<file path="src/rtl/idx_irq_pkg.sv">
package idx_irq_pkg;

    localparam int NUM_SRC_DEF = 64;
    localparam int ID_W        = 10;
    localparam int ADDR_W      = 9;
    localparam int DATA_W      = 32;

    localparam logic [ID_W-1:0] NO_SRC_ID = '1;

    // Command and status addresses (byte offsets, bit 8 selects CPU half)
    localparam logic [ADDR_W-1:0] A_CTRL    = 9'h000;
    localparam logic [ADDR_W-1:0] A_EN_SET  = 9'h030;
    localparam logic [ADDR_W-1:0] A_EN_CLR  = 9'h034;
    localparam logic [ADDR_W-1:0] A_ACK     = 9'h144;
    localparam logic [ADDR_W-1:0] A_MSK_SET = 9'h148;
    localparam logic [ADDR_W-1:0] A_MSK_CLR = 9'h14C;

    typedef enum logic [2:0] {
        OP_NONE,
        OP_EN_SET,
        OP_EN_CLR,
        OP_MSK_SET,
        OP_MSK_CLR
    } irq_op_e;

    typedef struct packed {
        irq_op_e         op;
        logic [ID_W-1:0] idx;
    } irq_cmd_t;

    typedef enum logic [1:0] {
        RD_ZERO,
        RD_CTRL,
        RD_ACK
    } rd_sel_e;

    // Control word: source count placed in bits [11:2]
    function automatic logic [DATA_W-1:0] ctrl_word(input int n);
        logic [DATA_W-1:0] w;
        w = '0;
        w[11:2] = 10'(n);
        return w;
    endfunction

endpackage

</file>
<file path="src/rtl/idx_irq_decode.sv">
module idx_irq_decode
    import idx_irq_pkg::*;
#(
    parameter int NUM_SRC = NUM_SRC_DEF
) (
    input  logic              bus_wr,
    input  logic [ADDR_W-1:0] bus_addr,
    input  logic [DATA_W-1:0] bus_wdata,
    output irq_cmd_t          cmd,
    output rd_sel_e           rd_sel
);

    logic in_range;

    // The full write value is compared, so 0x401 is out of range as well
    assign in_range = bus_wdata < DATA_W'(NUM_SRC);

    always_comb begin
        cmd.idx = bus_wdata[ID_W-1:0];
        cmd.op  = OP_NONE;
        if (bus_wr && in_range) begin
            case (bus_addr)
                A_EN_SET:  cmd.op = OP_EN_SET;
                A_EN_CLR:  cmd.op = OP_EN_CLR;
                A_MSK_SET: cmd.op = OP_MSK_SET;
                A_MSK_CLR: cmd.op = OP_MSK_CLR;
                default:   cmd.op = OP_NONE;
            endcase
        end
    end

    always_comb begin
        case (bus_addr)
            A_CTRL:  rd_sel = RD_CTRL;
            A_ACK:   rd_sel = RD_ACK;
            default: rd_sel = RD_ZERO;
        endcase
    end

endmodule

</file>
<file path="src/rtl/idx_irq_state.sv">
module idx_irq_state
    import idx_irq_pkg::*;
#(
    parameter int NUM_SRC = NUM_SRC_DEF
) (
    input  logic               clk,
    input  logic               rst,
    input  irq_cmd_t           cmd,
    input  logic [NUM_SRC-1:0] src,
    output logic [NUM_SRC-1:0] pend
);

    localparam int SEL_W = $clog2(NUM_SRC);

    logic [NUM_SRC-1:0] en_q;
    logic [NUM_SRC-1:0] msk_q;

    for (genvar i = 0; i < NUM_SRC; i++) begin : g_src
        localparam logic [ID_W-1:0] MY_ID = ID_W'(i);
        logic hit;
        assign hit = (cmd.idx == MY_ID);

        always_ff @(posedge clk) begin
            if (rst) begin
                en_q[i]  <= 1'b0;
                msk_q[i] <= 1'b1;
            end else if (hit) begin
                case (cmd.op)
                    OP_EN_SET:  en_q[i]  <= 1'b1;
                    OP_EN_CLR:  en_q[i]  <= 1'b0;
                    OP_MSK_SET: msk_q[i] <= 1'b1;
                    OP_MSK_CLR: msk_q[i] <= 1'b0;
                    default: ;
                endcase
            end
        end

        assign pend[i] = src[i] & en_q[i] & ~msk_q[i];
    end

    a_r2_enable_set: assert property (@(posedge clk) disable iff (rst)
        cmd.op == OP_EN_SET |=> en_q[$past(cmd.idx[SEL_W-1:0])]);

    a_r3_enable_clear: assert property (@(posedge clk) disable iff (rst)
        cmd.op == OP_EN_CLR |=> !en_q[$past(cmd.idx[SEL_W-1:0])]);

    a_r4_mask_set: assert property (@(posedge clk) disable iff (rst)
        cmd.op == OP_MSK_SET |=> msk_q[$past(cmd.idx[SEL_W-1:0])]);

    a_r5_mask_clear: assert property (@(posedge clk) disable iff (rst)
        cmd.op == OP_MSK_CLR |=> !msk_q[$past(cmd.idx[SEL_W-1:0])]);

    a_r11_idle_hold: assert property (@(posedge clk) disable iff (rst)
        cmd.op == OP_NONE |=> (en_q == $past(en_q)) && (msk_q == $past(msk_q)));

endmodule

</file>
<file path="src/rtl/idx_irq_prio.sv">
module idx_irq_prio
    import idx_irq_pkg::*;
#(
    parameter int NUM_SRC = NUM_SRC_DEF
) (
    input  logic [NUM_SRC-1:0] vec,
    output logic               found,
    output logic [ID_W-1:0]    id
);

    // Scan downward so the lowest set index is the last one written
    always_comb begin
        found = 1'b0;
        id    = NO_SRC_ID;
        for (int i = NUM_SRC - 1; i >= 0; i--) begin
            if (vec[i]) begin
                found = 1'b1;
                id    = ID_W'(i);
            end
        end
    end

endmodule

</file>
<file path="src/rtl/idx_irq_ctrl.sv">
module idx_irq_ctrl
    import idx_irq_pkg::*;
#(
    parameter int NUM_SRC = NUM_SRC_DEF
) (
    input  logic               clk,
    input  logic               rst,
    input  logic [ADDR_W-1:0]  bus_addr,
    input  logic               bus_wr,
    input  logic [DATA_W-1:0]  bus_wdata,
    input  logic               bus_rd,
    output logic [DATA_W-1:0]  bus_rdata,
    input  logic [NUM_SRC-1:0] irq_src,
    output logic               cpu_irq
);

    localparam logic [DATA_W-1:0] CTRL_VAL = ctrl_word(NUM_SRC);

    irq_cmd_t           cmd;
    rd_sel_e            rd_sel;
    logic [NUM_SRC-1:0] pend;
    logic               ack_found;
    logic [ID_W-1:0]    ack_id;

    idx_irq_decode #(.NUM_SRC(NUM_SRC)) u_decode (
        .bus_wr    (bus_wr),
        .bus_addr  (bus_addr),
        .bus_wdata (bus_wdata),
        .cmd       (cmd),
        .rd_sel    (rd_sel)
    );

    idx_irq_state #(.NUM_SRC(NUM_SRC)) u_state (
        .clk  (clk),
        .rst  (rst),
        .cmd  (cmd),
        .src  (irq_src),
        .pend (pend)
    );

    idx_irq_prio #(.NUM_SRC(NUM_SRC)) u_prio (
        .vec   (pend),
        .found (ack_found),
        .id    (ack_id)
    );

    always_ff @(posedge clk) begin
        if (rst) begin
            bus_rdata <= '0;
            cpu_irq   <= 1'b0;
        end else begin
            cpu_irq <= |pend;
            if (bus_rd) begin
                case (rd_sel)
                    RD_CTRL: bus_rdata <= CTRL_VAL;
                    RD_ACK:  bus_rdata <= DATA_W'(ack_id);
                    default: bus_rdata <= '0;
                endcase
            end
        end
    end

    a_r9_irq_follows_winner: assert property (@(posedge clk) disable iff (rst)
        cpu_irq |-> $past(ack_found));

    a_r9_irq_drops: assert property (@(posedge clk) disable iff (rst)
        !cpu_irq |-> !$past(ack_found));

    a_r7_ack_upper_zero: assert property (@(posedge clk) disable iff (rst)
        $past(bus_rd) && $past(rd_sel == RD_ACK) |-> bus_rdata[DATA_W-1:ID_W] == '0);

    a_r12_wo_reads_zero: assert property (@(posedge clk) disable iff (rst)
        $past(bus_rd) && $past(rd_sel == RD_ZERO) |-> bus_rdata == '0);

endmodule

</file>
<file path="config.mk">
export PLATFORM = sky130hd
export DESIGN_NAME = idx_irq_ctrl
export DESIGN_NICKNAME = d
export VERILOG_FILES = /design/src/rtl/idx_irq_pkg.sv /design/src/rtl/idx_irq_decode.sv /design/src/rtl/idx_irq_state.sv /design/src/rtl/idx_irq_prio.sv /design/src/rtl/idx_irq_ctrl.sv
export SDC_FILE = /design/constraint.sdc
export NUM_CORES = 1
export LEC_CHECK = 0
export BUFFER_PORTS_ARGS = -buffer_cell sky130_fd_sc_hd__buf_4
export CAP_MARGIN = 30
export CELL_PAD_IN_SITES_DETAIL_PLACEMENT = 1
export CELL_PAD_IN_SITES_GLOBAL_PLACEMENT = 2
export CORE_MARGIN = 1
export CORE_UTILIZATION = 29
export DETAILED_ROUTE_END_ITERATION = 12
export PLACE_DENSITY = 0.81
export SYNTH_ARGS = -nofsm -noshare
export SYNTH_HDL_FRONTEND = slang
export SYNTH_SLANG_ARGS = --single-unit
</file>
<file path="constraint.sdc">
create_clock -name clk -period 2.4 [get_ports clk]
set_input_delay 0.48 -clock clk [delete_from_list [all_inputs] [get_ports clk]]
set_output_delay 0.48 -clock clk [all_outputs]
set_load 0.05 [all_outputs]
</file>
==> results.yml, run 1 <==
grt:
  overflow: 0
  grt_max_degree: 52
  antenna_found_initial: 0
  grt_pass1_wl_um: 40600
  grt_pass1_vias: 7150
  grt_usage: 0.219
timing:
  clock.fmax_mhz: 442
  fin_crit_sh: 0.943
  max-slew-margin-rel: 0.614
  slew_viol_final: 0
  setup_viol: 0
  finalClockSkew_ns: 0.0108
  tightest_slew_ns: 0.579
  period_needed_ns: 2.26
  tns_ns: 0
  grt_setup_unrepaired: "no"
  hold_viol_final: 0
pwr:
  clock_power_share: 0.493
  ir_drop_uv: 349
  power_mw: 5.33
  netSwitchingFraction: 0.251
  p_comb_frac: 0.080
  p_sw_mw: 1.34
  p_int_mw: 3.99
  p_leak_nw: 3.56
  powerDensity_mw_per_mm2: 584
  seq_power_share: 0.427
routing:
  drc: 0
  firstDrtPassIters: 6
  detail_route.wl_per_cell_um: 19.8
  ant_nets: 0
  drt-vias-per-instance: 5.25
  drt-initial-drc-count: 307
  finalWirelength_um: 26300
  dr_total_vias: 6968
floorplanning:
  dieHeight_um: 157
  die_w_um: 157
  initial_utilization: 0.297
  fp.dieArea_sq_mm: 0.0247
  ios: 142
  coreArea_sq_mm: 0.0235
  rows: 56
logic_synthesis:
  syn_area_per_cell_sq_um: 8.10
  yosysMostFrequentCell: "a21oi_1"
  synth.distinct_cells: 54
  yosysTopAreaCell: "dfxtp_1"
  synth_seq_cells: 137
  synth_top_area_frac: 0.392
  syn-cell-area_sq_mm: 0.00699
  ys_warn_count: 0
  syn_inst: 863
  synth-main-ff-cell: "dfxtp_1"
  synth_edf_count: 0
  yosysSeqAreaShare: 0.392
  synth_commonest_cells: "a21oi_1 (143), dfxtp_1 (137), nand2_1 (97)"
  synthArstFlopShare: 0
  synth_area_leaders: "dfxtp_1 (39%), a21oi_1 (10%), a211oi_1 (7.5%)"
setup_path:
  critPathArrivalTime_ns: 2.59
  cp_max_fo: 3
  path_class: "in -> reg"
  critPathRequiredTime_ns: 2.72
  reg2regPathDepth: 7
  worstSetupEndpointType: "register"
  cp-start-kind: "input port"
worst_hold_path:
  holdPathStages: 2
  hold_class: "in -> reg"
cts:
  clk_path_buf_depth: 2
  insertion_delay_ns: 0.44
  numCtsBuffers: 17
  cts_sinks: 137
  cts_root_buffer: "clkbuf_16"
  path_clk_slew_ns: 0.06
  cts-hold-fix-buffers: 0
  htree_levels: 4
  cts_tree: "built"
finish:
  diodes: 0
  area_growth_pct: 30.5
  fin_area_sq_mm: 0.00912
  drive_gt1_frac: 0.229
  nets: 1106
place:
  portBuffers: 119
  dpl-instance-area_sq_mm: 0.00851
  dp.final_hpwl_um: 19500
  gp_congestion: 0.840
job:
  maxCapViolCount: 0
outcome:
  status: "completed"
==> layer usage <==
metal	wire, um	track usage
met4	413	0.0624
met3	980	0.0306
met1	12400	0.288
met2	12500	0.372
met5	0	0
==> cell families after synthesis <==
group           Yosys count  share of synthesized area
compound gates          315                      0.261
simple gates            322                      0.271
other cells               1                   0.000536
flops                   137                      0.392
buf+inv                  86                     0.0721
fa+ha+maj                 2                    0.00358
==> layout make-up <==
cell class	instances	area (sq um)
clock buffer	18	439
inverter	5	18.8
tap	319	399
sequential	137	2740
clock inverter	14	146
timing repair buffer	173	1500
fill	2843	14400
multi-input combinational	661	3880
==> power by group through the flow <==
stage / registers (mW) / clock network, mW / logic, mW
global route: 2.27 / 2.76 / 0.455
global placement: 2.33 / 0 / 0.418
detailed placement: 2.33 / 0 / 0.422
floorplan: 2.33 / 0 / 0.219
finish: 2.27 / 2.63 / 0.425
CTS: 2.27 / 2.67 / 0.423
==> registers in the layout (all words and copies together) (netlist names) <==
name,count
u_state.msk_q,64
bus_rdata,8
cpu_irq,1
u_state.en_q,64
==> final timing paths <==
kind | start | slack (ns) | end
setup / recovery | bus_addr[1] | 0.14 | bus_rdata[0]$_SDFFE_PP0P_
hold reg to reg | u_state.msk_q[41]$_SDFFE_PP1P_ | 0.45 | u_state.msk_q[41]$_SDFFE_PP1P_
hold / removal | bus_rd | 0.35 | bus_rdata[1]$_SDFFE_PP0P_
setup reg to reg | u_state.msk_q[11]$_SDFFE_PP1P_ | 0.30 | bus_rdata[1]$_SDFFE_PP0P_
==> metrics by stage <==
step / util / hold WS (ns) / instances / setup WS (ns)
floorplan: - / 0.414 / 884 / -0.0531
global placement: 0.362 / 0.427 / 1295 / -0.350
CTS: 0.387 / 0.341 / 1327 / 0.0170
detailed placement: 0.362 / 0.435 / 1295 / -0.435
global route: 0.388 / 0.368 / 1327 / 0.00886
finish: 0.388 / 0.352 / 1327 / 0.137
==> critical path, cell delays in order <==
cell and delay, ns:
buf_4 0.12, nor4_4 0.28, nand2_1 0.11, or4_4 0.53
ha_4 0.30, and3b_2 0.21, nand2_1 0.06, a21o_1 0.14
buf_4 0.11, nor2_1 0.04, a21oi_1 0.15, nand2_1 0.06
==> cells in the final DEF (no fill, tap or decap), types with 27 or more instances in the layout <==
cell type,netlist,layout
a211oi_1,70,70
a21oi_1,143,143
and3b_1,28,27
buf_4,28,157
dfxtp_1,137,137
nand2_1,97,97
nand3b_1,51,51
nor2_1,32,32
o21ai_0,39,38
o21ai_1,39,40
==> repair_timing <==
action | 4_1_cts | 5_1_grt
gates resized for setup | 0 | 4
setup buffers | 0 | 0
setup endpoints to repair | 0 | 3
No activity file was read; power rests on OpenSTA's default activity.
==> run 2: changes to the inputs <==
==> constraint.sdc (replaced) <==
create_clock -name clk -period 2.4 [get_ports clk]
set_input_delay 0.12 -clock clk [delete_from_list [all_inputs] [get_ports clk]]
set_output_delay 0.12 -clock clk [all_outputs]
set_load 0.05 [all_outputs]
==> run 2 against run 1 <==
  * Sequential power hardly changed
  * Global-route usage fell by 0.22 points
  * Total power shrank 1.3%
  * Register-to-register slack got worse by 0.14 ns
  * Final area shrank 2.4%
  * Via count decreased by 1.0%
  * Worst setup slack gained 0.020 ns
  * Clock-buffer cell count grew 6
  * Clock power down 3%
  * Non-clock buffer count shrank 12
  * Core utilization is 0.91 points lower
  * Largest power group unchanged
==> results.yml, run 2 (synthesis gave the netlist of run 1 again) <==
grt:
  gr-max-usage-layer: "met2"
  grt_pass1_vias: 6984
  grt_util_met3: 0.0402
  grt_max_degree: 68
  use_met2: 0.363
  overflow: 0
  grt_usage: 0.217
  grtUsageMet1: 0.282
  antenna_found_initial: 1
  grt_pass1_wl_um: 39900
routing:
  detail_route.wl_per_cell_um: 19.9
  drt-vias-per-instance: 5.25
  dr_total_vias: 6897
  ant_nets: 0
  firstDrtPassIters: 4
  finalWirelength_um: 26100
  drt-initial-drc-count: 334
  drc: 0
worst_hold_path:
  hold_class: "in -> reg"
  holdPathStages: 2
  hp-start: "rst"
  min_to: "u_state.en_q[7]$_SDFFE_PP0P_"
timing:
  tightest_slew_ns: 0.628
  finalClockSkew_ns: 0.00556
  setup_viol: 0
  clock.fmax_mhz: 446
  period_needed_ns: 2.24
  hold_viol_final: 0
  max-slew-margin-rel: 0.578
  slew_viol_final: 0
  worst_slack_ns: 0.157
  fin_crit_sh: 0.935
  tns_ns: 0
  grt_setup_unrepaired: "no"
floorplanning:
  initial_utilization: 0.297
  die_w_um: 157
  coreArea_sq_mm: 0.0235
  rows: 56
  fp.dieArea_sq_mm: 0.0247
  ios: 142
  dieHeight_um: 157
setup_path:
  slowest_stage: "nor4_1"
  timing.rr.start: "u_state.msk_q[14]$_SDFFE_PP1P_"
  cp-start-kind: "register"
  critPathRequiredTime_ns: 2.76
  slowest_delay_ns: 0.53
  path_class: "reg -> reg"
  r2r_slack_ns: 0.16
  worstSetupEndpointType: "register"
  cp_max_fo: 3
  reg2regPathDepth: 6
  reg2reg_to: "bus_rdata[7]$_SDFFE_PP0P_"
  worstPathCellList: "and3b_1 -> nor4_1 -> nand3_1 -> nor4_1 -> nand3_1 -> a21oi_1"
  critPathArrivalTime_ns: 2.61
finish:
  layout_top_registers: "u_state.en_q (64), u_state.msk_q (64), bus_rdata (8)"
  drive_gt1_frac: 0.209
  diodes: 0
  final_common_cell: "buf_4"
  fin_area_sq_mm: 0.00891
  layout_common_cells: "buf_4 (149), a21oi_1 (143), dfxtp_1 (137), nand2_1 (97), a211oi_1 (70)"
  area_growth_pct: 27.4
  fill_cells: 2885
  nets: 1094
  finish.utilization: 0.378
cts:
  insertion_delay_ns: 0.43
  clk_path_buf_depth: 2
  cts_resized: 0
  cts_setup_buffers: 0
  cts_sinks: 137
  path_clk_slew_ns: 0.06
  cts_tree: "built"
  cts_root_buffer: "clkbuf_16"
  htree_levels: 4
  numCtsBuffers: 17
  cts-hold-fix-buffers: 1
place:
  dp.final_hpwl_um: 19500
  portBuffers: 119
  gp_congestion: 0.890
  dp_slack_ns: -0.202
  dpl-instance-area_sq_mm: 0.00833
outcome:
  status: "completed"
pwr:
  powerDensity_mw_per_mm2: 590
  power_mw: 5.26
  ir_drop_uv: 403
  p_leak_nw: 3.49
job:
  maxCapViolCount: 0
-- run 2: changes by cell type in the layout (fill, tap and decap cells not counted), sizes merged --
cell | previous run | this run
clkbuf | 18 | 24
clkinv | 7 | 5
dlygate4sd3 | 0 | 1
clkinvlp | 3 | 1
bufinv | 2 | 1
buf | 173 | 160
inv | 7 | 5
-- run 2: per-layer routing --
metal	up-vias	part of all wire
met2	131	0.48
met3	32	0.044
li1	3374	-
met5	-	0.00046
met4	2	0.015
met1	3358	0.46
-- run 2: area by class of cell --
class / count / area (sq um) / share of cell area
clock inverters: 7 / 66.3 / 0.00744
multi-input cells: 661 / 3830 / 0.430
flip-flops and latches: 137 / 2740 / 0.308
clock buffers: 24 / 502 / 0.0563
repair buffers: 161 / 1350 / 0.151
inverters: 5 / 18.8 / 0.00211
well taps: 319 / 399 / 0.0448
-- run 2: worst max-delay path by stage --
stage | from | to | slack, ns | cells after the start
after global routing | bus_addr[1] | bus_rdata[3]$_SDFFE_PP0P_ | 0.07 | 9
after detailed placement | bus_addr[1] | bus_rdata[3]$_SDFFE_PP0P_ | -0.20 | 9
after global placement | bus_addr[1] | bus_rdata[4]$_SDFFE_PP0P_ | -0.18 | 9
after CTS | u_state.msk_q[20]$_SDFFE_PP1P_ | bus_rdata[7]$_SDFFE_PP0P_ | 0.17 | 6
final | u_state.msk_q[14]$_SDFFE_PP1P_ | bus_rdata[7]$_SDFFE_PP0P_ | 0.16 | 6
after floorplan | bus_addr[1] | bus_rdata[4]$_SDFFE_PP0P_ | 0.19 | 8
-- run 2: report_power, final --
part / total, mW / internal, mW / leakage [nW] / switching, mW
Sequential: 2.28 / 2.28 / 1.11 / 0.000380
Combinational: 0.420 / 0.158 / 2.10 / 0.262
Clock: 2.56 / 1.55 / 0.282 / 1.01
Total: 5.26 / 3.98 / 3.49 / 1.28
-- run 2: stage by stage --
stage	hold slack [ns]	cells
after floorplan	0.335	884
after global routing	0.196	1314
after CTS	0.165	1314
after detailed placement	0.436	1282
after global placement	0.426	1282
final	0.177	1314
-- run 2: critical path: cells and delay by family (launching register included) --
kind	cells	cell delay, ns
AOI/OAI and AO/OA	1	0.16
and+or+nand+nor	5	1.64
DFF	1	0.38
==> run 3: changes to the inputs <==
--- a/config.mk
+++ b/config.mk
@@ -10,9 +10,9 @@
 export CELL_PAD_IN_SITES_DETAIL_PLACEMENT = 1
 export CELL_PAD_IN_SITES_GLOBAL_PLACEMENT = 2
 export CORE_MARGIN = 1
-export CORE_UTILIZATION = 29
+export CORE_UTILIZATION = 32
 export DETAILED_ROUTE_END_ITERATION = 12
-export PLACE_DENSITY = 0.81
+export PLACE_DENSITY = 0.85
 export SYNTH_ARGS = -nofsm -noshare
 export SYNTH_HDL_FRONTEND = slang
 export SYNTH_SLANG_ARGS = --single-unit
==> constraint.sdc (replaced) <==
create_clock -name clk -period 2.1 [get_ports clk]
set_input_delay 0.105 -clock clk [delete_from_list [all_inputs] [get_ports clk]]
set_output_delay 0.105 -clock clk [all_outputs]
set_load 0.05 [all_outputs]
==> run 3 against run 2 <==
  * Clock-buffer cell count down 7
  * Total power up 24%
  * Clock power up 35%
  * Maximum frequency up 11%
  * Wire length down 1.4%
  * Via count up 1.5%
  * Register-to-register slack worse by 0.07 ns
  * Sequential cell count unchanged
  * Largest cell class unchanged
  * Highest routed layer is now met4
==> results.yml, run 3 (synthesis gave the netlist of run 1 again) <==
cts:
  cts_root_buffer: "clkbuf_16"
  path_clk_slew_ns: 0.06
  cts_sinks: 137
  cts_tree: "built"
  clk_path_buf_depth: 2
  htree_levels: 4
  insertion_delay_ns: 0.43
  numCtsBuffers: 17
floorplanning:
  initial_utilization: 0.330
  dieHeight_um: 150
  ios: 142
  rows: 53
  coreArea_sq_mm: 0.0212
  die_w_um: 150
  fp.dieArea_sq_mm: 0.0224
setup_path:
  cp_max_fo: 3
  cp.depth: 7
  endpoint: "bus_rdata[1]$_SDFFE_PP0P_"
  reg2regPathDepth: 7
  timing.rr.start: "u_state.msk_q[11]$_SDFFE_PP1P_"
  slowest_delay_ns: 0.32
  critPathRequiredTime_ns: 2.40
  reg2reg_to: "bus_rdata[1]$_SDFFE_PP0P_"
  worstPathCellList: "and3b_1 -> or2_2 -> nor4_1 -> o21ai_1 -> a211oi_2 -> buf_4 -> o32ai_1"
  critPathArrivalTime_ns: 2.32
  cp_num_buf_inv: 1
  path_class: "reg -> reg"
  slowest_stage: "dfxtp_1"
  r2r_slack_ns: 0.09
  cp-start-kind: "register"
  cp_top_family: "simple AND/OR/NAND/NOR gates"
  crit_path_start: "u_state.msk_q[11]$_SDFFE_PP1P_"
  worstSetupEndpointType: "register"
routing:
  drc: 0
  dr_total_vias: 7003
  drt-initial-drc-count: 359
  drt-vias-per-instance: 5.44
  firstDrtPassIters: 4
  detail_route.wl_per_cell_um: 20.0
  ant_nets: 0
  finalWirelength_um: 25700
timing:
  period_needed_ns: 2.01
  grt_setup_unrepaired: "no"
  fin_crit_sh: 0.959
  clock.fmax_mhz: 497
  tns_ns: 0
  finalClockSkew_ns: 0.00593
  hold_viol_final: 0
  setup_viol: 0
  slew_viol_final: 0
worst_hold_path:
  hold_class: "in -> reg"
job:
  maxCapViolCount: 0
finish:
  fill_cells: 2524
  layout_common_cells: "buf_4 (161), a21oi_1 (142), dfxtp_1 (137), nand2_1 (97), a211oi_1 (69)"
  nets: 1110
  final_common_cell: "buf_4"
  area_growth_pct: 31.8
  diodes: 0
  drive_gt1_frac: 0.236
  layout_top_registers: "u_state.en_q (64), u_state.msk_q (64), bus_rdata (8)"
  fin_area_sq_mm: 0.00922
place:
  dp.final_hpwl_um: 19100
  dpl-instance-area_sq_mm: 0.00845
  portBuffers: 119
  gp_congestion: 0.904
pwr:
  ir_drop_uv: 465
  powerDensity_mw_per_mm2: 709
  power_mw: 6.54
  p_leak_nw: 3.63
grt:
  grt_pass1_wl_um: 39600
  overflow: 0
  grt_pass1_vias: 7073
  grt_usage: 0.234
  antenna_found_initial: 0
  grt_max_degree: 73
outcome:
  status: "completed"
==> run 3: what timing repair did <==
| action | in CTS | in global routing |
|---|---|---|
| gates cloned | 0 | 0 |
| hold buffers | 1 | 0 |
| hold endpoints to repair | 1 | 0 |
| buffers inserted | 0 | 1 |
| endpoints found under the setup margin | 2 | 7 |
| pin swaps | 0 | 1 |
| resized for setup | 1 | 12 |
==> run 3: worst reg2reg max path, delay by kind of cell (launching register included) <==
family                 cells  cell delay, ns
buffers and inverters      1            0.18
flip-flops                 1            0.32
AO/OA/AOI/OAI              3            0.56
AND/OR/NAND/NOR            3            0.83
==> run 3: worst min path at each step <==
stage           start                        end  slack [ns]  cells after the start
6_report          rst  bus_rdata[5]$_SDFFE_PP0P_        0.06                      2
4_1_cts           rst  bus_rdata[5]$_SDFFE_PP0P_        0.07                      2
3_5_place_dp   bus_rd  bus_rdata[1]$_SDFFE_PP0P_        0.42                      2
5_1_grt           rst  bus_rdata[5]$_SDFFE_PP0P_        0.07                      2
2_1_floorplan     rst  bus_rdata[1]$_SDFFE_PP0P_        0.32                      3
3_3_place_gp   bus_rd  bus_rdata[1]$_SDFFE_PP0P_        0.41                      2
==> run 3: layout make-up <==
type | instances | area (sq um) | share of cell area
inverters | 5 | 18.8 | 0.00204
clock buffers | 17 | 425 | 0.0462
well taps | 275 | 344 | 0.0373
flip-flops and latches | 137 | 2740 | 0.298
clock inverters | 15 | 249 | 0.0270
repair buffers | 177 | 1520 | 0.165
multi-input cells | 661 | 3920 | 0.425
==> run 3: routing by layer <==
| metal | global-route usage | share of wire | up-vias |
|---|---|---|---|
| li1 | - | - | 3406 |
| met1 | 0.315 | 0.48 | 3425 |
| met2 | 0.386 | 0.47 | 152 |
| met3 | 0.0466 | 0.042 | 20 |
| met4 | 0.0500 | 0.0097 | 0 |
| met5 | 0 | 0 | - |
==> run 3: report_power, final <==
group          total (mW)  switching [mW]  internal, mW
logic               0.488           0.303         0.185
clock network        3.45            1.22          2.23
registers            2.60        0.000424          2.60
==> run 3: per-stage QoR <==
stage          hold slack, ns  instances  utilization  setup WS [ns]
2_1_floorplan           0.321        884            -        -0.0209
3_3_place_gp            0.410       1253        0.398         -0.352
3_5_place_dp            0.415       1253        0.398         -0.430
4_1_cts                0.0664       1286        0.431        0.00987
5_1_grt                0.0736       1287        0.434         0.0226
6_report               0.0642       1287        0.434         0.0870
